<file path="src/rtl/dcnt_pkg.sv">
package dcnt_pkg;
  localparam int HALF_MOD = 2;
  localparam int QUIN_MOD = 5;
  localparam int QUIN_W   = $clog2(QUIN_MOD);
  localparam int CH_W     = 1 + QUIN_W;
  typedef logic [QUIN_W-1:0] quin_t;
endpackage

</file>
<file path="src/rtl/dcnt_fall_det.sv">
module dcnt_fall_det (
  input  logic clk,
  input  logic rst,
  input  logic pin,
  output logic fall
);
  logic smp;
  logic prev;

  // Tracks the pin even during reset so a held level never looks like an edge.
  always_ff @(posedge clk) begin
    smp  <= pin;
    prev <= smp;
  end

  assign fall = prev & ~smp & ~rst;

  a_r4_single_pulse: assert property (@(posedge clk) disable iff (rst)
    fall |=> !fall);
  a_r6_quiet_in_reset: assert property (@(posedge clk)
    rst |-> !fall);
endmodule

</file>
<file path="src/rtl/dcnt_modn.sv">
module dcnt_modn #(
  parameter int MOD = 5
) (
  input  logic clk,
  input  logic rst,
  input  logic en,
  output logic [((MOD > 2) ? $clog2(MOD) : 1)-1:0] cnt
);
  localparam int W = (MOD > 2) ? $clog2(MOD) : 1;
  localparam logic [W-1:0] TOP = W'(MOD - 1);

  always_ff @(posedge clk or posedge rst) begin
    if (rst)      cnt <= '0;
    else if (en)  cnt <= (cnt == TOP) ? '0 : cnt + 1'b1;
  end

  a_r3_in_range: assert property (@(posedge clk) disable iff (rst)
    cnt <= TOP);
  a_r2_one_step: assert property (@(posedge clk) disable iff (rst)
    en |=> (cnt == (($past(cnt) == TOP) ? '0 : W'($past(cnt) + 1'b1))));
  a_r4_hold: assert property (@(posedge clk) disable iff (rst)
    !en |=> $stable(cnt));
  a_r5_cleared: assert property (@(posedge clk)
    rst |-> cnt == '0);
endmodule

</file>
<file path="src/rtl/dcnt_channel.sv">
module dcnt_channel
  import dcnt_pkg::*;
(
  input  logic            clk,
  input  logic            rst,
  input  logic            pin_a,
  input  logic            pin_b,
  output logic [CH_W-1:0] q
);
  logic  en_a;
  logic  en_b;
  logic  half;
  quin_t quin;

  dcnt_fall_det u_det_a (.clk(clk), .rst(rst), .pin(pin_a), .fall(en_a));
  dcnt_fall_det u_det_b (.clk(clk), .rst(rst), .pin(pin_b), .fall(en_b));

  dcnt_modn #(.MOD(HALF_MOD)) u_half (.clk(clk), .rst(rst), .en(en_a), .cnt(half));
  dcnt_modn #(.MOD(QUIN_MOD)) u_quin (.clk(clk), .rst(rst), .en(en_b), .cnt(quin));

  // QA at bit 0, modulo-five value above it.
  assign q = {quin, half};
endmodule

</file>
<file path="src/rtl/dual_decade_counter.sv">
module dual_decade_counter
  import dcnt_pkg::*;
#(
  parameter int NCH = 2
) (
  input  logic              clk,
  input  logic [NCH-1:0]    rst_ch,
  input  logic [NCH-1:0]    clk_a,
  input  logic [NCH-1:0]    clk_b,
  output logic [CH_W*NCH-1:0] q_out
);
  for (genvar g = 0; g < NCH; g++) begin : g_ch
    dcnt_channel u_ch (
      .clk   (clk),
      .rst   (rst_ch[g]),
      .pin_a (clk_a[g]),
      .pin_b (clk_b[g]),
      .q     (q_out[CH_W*g +: CH_W])
    );
  end
endmodule

</file>
<file path="config.mk">
export PLATFORM = sky130hd
export DESIGN_NAME = dual_decade_counter
export DESIGN_NICKNAME = d
export VERILOG_FILES = /design/src/rtl/dcnt_pkg.sv /design/src/rtl/dcnt_fall_det.sv /design/src/rtl/dcnt_modn.sv /design/src/rtl/dcnt_channel.sv /design/src/rtl/dual_decade_counter.sv
export SDC_FILE = /design/constraint.sdc
export NUM_CORES = 1
export LEC_CHECK = 0
export ABC_AREA = 1
export BUFFER_PORTS_ARGS = -buffer_cell sky130_fd_sc_hd__buf_2
export CORE_MARGIN = 8
export CORE_UTILIZATION = 49
export DETAILED_ROUTE_END_ITERATION = 10
export PLACE_DENSITY = 0.82
export RECOVER_POWER = 25
export SETUP_SLACK_MARGIN = 0.5
export SLEW_MARGIN = 0
export SYNTH_ARGS = -nofsm -noshare
export SYNTH_HDL_FRONTEND = slang
export SYNTH_SLANG_ARGS = --single-unit
</file>
<file path="constraint.sdc">
create_clock -name clk -period 1.45 [get_ports clk]
set_clock_uncertainty 0.15 [all_clocks]
set_input_delay 0.145 -clock clk [delete_from_list [all_inputs] [get_ports clk]]
set_output_delay 0.145 -clock clk [all_outputs]
set_load 0.05 [all_outputs]
</file>
==> summary.md <==
| Metric | Value |
|---|---|
| Final Net Count | `115` |
| Yosys top cell by area | `dfrtp_1` |
| I/O Buffers | `14` |
| Die H | `52.7 um` |
| Vias per cell | `4.70` |
| Buf+Inv Stages, Crit Path | `1` |
| Data arrival, critical path | `910 ps` |
| Largest net degree at the start of global routing | `10` |
| TritonCTS clock tree | `yes` |
| Switching power | `0.827 mW` |
| Startpoint Class | `register` |
| Mapped Area | `658 um^2` |
| Cells after Synth | `74` |
| Antenna cells | `0` |
| Worst vdd ir | `1.34 mV` |
| Crit path time final | `1200 ps` |
| Crit path max-delay family | `flip-flops` |
| WL met1 | `504 um` |
| Routed Antenna Nets | `0` |
| RD Place Congestion | `0.692` |
| Ys Warns | `0` |
| Initial antenna violation count | `0` |
| I/O pin count | `15` |
| Reg area | `365 um^2` |
| Multi-input logic area | `274 um^2` |
| Clock sinks | `16` |
| Via Count | `555` |
| Commonest non-fill, non-tap cells in the layout | `nand2_1 (16), buf_6 (13), dfxtp_1 (8), inv_1 (7)` |
| Fill count | `82` |
| Met2 wire length | `688 um` |
| Cell Int Power | `1.09 mW` |
| Crit share post-route | `83.0%` |
| DR iter-0 viols | `4` |
| First-pass GRT wire length | `2.24 mm` |
| Mapped Avg Cell Area | `8.89 um^2` |
| Clock share of power | `12.5%` |
| Worst-skew pair later-pin latency | `290 ps` |
| Gr ovfl total | `0` |
| Fin. Hold Viols | `0` |
| Pwr Density | `1940 mW/mm^2` |
| Placed cell area | `762 um^2` |
| Detailed-route DRC error count | `0` |
| Synth cell types | `12` |
| Num CTS Buffers | `3` |
| Sw frac | `43.1%` |
| Synth top area cells | `dfrtp_1 (30%), dfxtp_1 (24%), nand2_1 (11%)` |
| Slowest stage delay, CP | `450 ps` |
| Max FO, Critical Path | `4` |
| Final core occ | `76.9%` |
| Wire per inst | `11.1 um` |
| #FFs+latches synth | `16` |
| Slowest-stage cell, CP | `dfrtp_2` |
| Most common cell after layout, fill and taps aside | `nand2_1` |
| Sequential element share of the synthesized area | `54.8%` |
| Status | `finished, final reports clean` |
| Hold Path Class | `input port to register` |
| H-tree Lvls | `1` |
| WL met3 | `70 um` |
| Initial Utilization | `51.2%` |
| Max Fclk | `831 MHz` |
| Number of global-route vias before repair | `556` |
| Sequential share of power | `33.9%` |
| Clock root cell | `clkbuf_4` |
| Critical path required time | `1150 ps` |
| Combinational share of power | `53.7%` |
| Crit end category | `output pin` |
| Slew Limit Fails | `0` |
| Max cap viols | `0` |
| Syn nets | `85` |
| Top cell type's share of synthesized area | `30.4%` |
| DP HPWL | `911 um` |
| Placeable Area | `0.00128 mm^2` |
| Clock slew at reported path FFs | `90 ps` |
| Static leakage | `0.493 nW` |
| Worst Tran Pin Value | `219 ps` |
| Area grow syn2layout | `50.2%` |
| GR Util All Layers | `11.3%` |
| RSZ-0062 raised after global routing | `true` |
| Share of layout cells above drive strength 1 | `43.7%` |
| Clock Path Buffers | `2` |
| WL final | `1.31 mm` |
| Final Cell Area | `988 um^2` |
| Die width | `52.7 um` |
| CP Cell Sequence | `buf_6` |
| Setup TNS | `0 ps` |
| First-pass DRT Iterations | `2` |
| Endpoints failing setup | `0` |
| Highest metal used | `met4` |
| Crit Path Category | `register to output pin` |
| Die area | `0.00277 mm^2` |
| Cell row count | `13` |
| Slew headroom | `85.4%` |
## cell usage after synthesis
master	number
dfxtp_1	8
inv_1	14
nor2_4	2
ha_1	4
nand4_1	2
nand2_1	20
o21ai_1	4
nand2_2	2
nand3_1	6
dfrtp_1	8
nor2_1	2
buf_4	2
## worst reg2reg max path: cells and delay by family (launching register included)
family,cells,cell delay (ps)
flip-flops,1,450
AND/OR/NAND/NOR,4,220
adder cells (fa/ha/maj),1,140
buffers and inverters,2,120
## layout make-up
cell class              instances  area share [%]
clock buffers                   4            2.66
inverters                      14            5.57
repair buffers                 27            25.2
flip-flops and latches         16            37.0
multi-input cells              42            27.7
well taps                      15            1.90
## timing repair
action                                  4_1_cts  5_1_grt
pin swaps                                     0        6
setup buffers                                 5        2
gates resized for setup                      17       13
endpoints found under the setup margin       14       16
hold buffers                                  6        0
hold endpoints to repair                     12        0
## sequential cells by signal, indices dropped and copies added (netlist names)
| signal | count |
|---|---|
| g_ch.u_ch.u_det_b.smp | 2 |
| g_ch.u_ch.u_det_b.prev | 2 |
| g_ch.u_ch.u_det_a.smp | 2 |
| g_ch.u_ch.u_det_a.prev | 2 |
| g_ch.u_ch.u_half.cnt | 2 |
| g_ch.u_ch.u_quin.cnt | 6 |
## power by group through the flow
stage / combinational [mW] / sequential, mW / clock [mW]
4_1_cts: 0.942 / 0.641 / 0.251
6_report: 1.03 / 0.649 / 0.239
3_3_place_gp: 0.710 / 0.638 / 0
3_5_place_dp: 0.748 / 0.647 / 0
5_1_grt: 1.11 / 0.670 / 0.265
2_1_floorplan: 0.356 / 0.874 / 0
## per-layer routing
| metal | GRT usage (%) | vias to the layer above |
|---|---|---|
| li1 | - | 283 |
| met1 | 9.87 | 257 |
| met2 | 19.6 | 10 |
| met3 | 4.26 | 5 |
| met4 | 9.91 | 0 |
| met5 | 0 | - |
## stage by stage
stage                     std cells  setup slack, ps  hold slack (ps)  power [mW]
after global placement          101              347            -68.0        1.35
after detailed placement        101              309            -57.1        1.40
after CTS                       116              246            0.138        1.83
after global routing            118              200             87.7        2.04
final                           118              247             67.3        1.92
after floorplan                  74              215             -223        1.23
## cells by family (layout without fill, tap and decap cells)
| kind of cell | count (synthesis) | after routing | synth area share, % |
|---|---|---|---|
| AOI/OAI and AO/OA | 4 | 4 | 3.04 |
| adders and majority gates | 4 | 4 | 7.60 |
| buffers and inverters | 16 | 45 | 10.3 |
| DFF | 16 | 16 | 54.8 |
| and+or+nand+nor | 34 | 34 | 24.3 |
## path summary, 6_finish.rpt
check / cells past startpoint / startpoint / slack [ps] / end
max in group asynchronous: 3 / rst_ch[1] / 740 / g_ch[1].u_ch.u_quin.cnt[1]
worst min-delay path: 4 / rst_ch[0] / 70 / g_ch[0].u_ch.u_quin.cnt[2]
worst max-delay path: 1 / g_ch[1].u_ch.u_quin.cnt[0] / 250 / q_out[5]
min in group asynchronous: 3 / rst_ch[0] / 210 / g_ch[0].u_ch.u_quin.cnt[2]
worst max register to register: 7 / g_ch[1].u_ch.u_quin.cnt[0] / 260 / g_ch[1].u_ch.u_quin.cnt[2]
worst min register to register: 0 / g_ch[1].u_ch.u_det_a.smp / 200 / g_ch[1].u_ch.u_det_a.prev
Power figures use the tool's default switching activity.
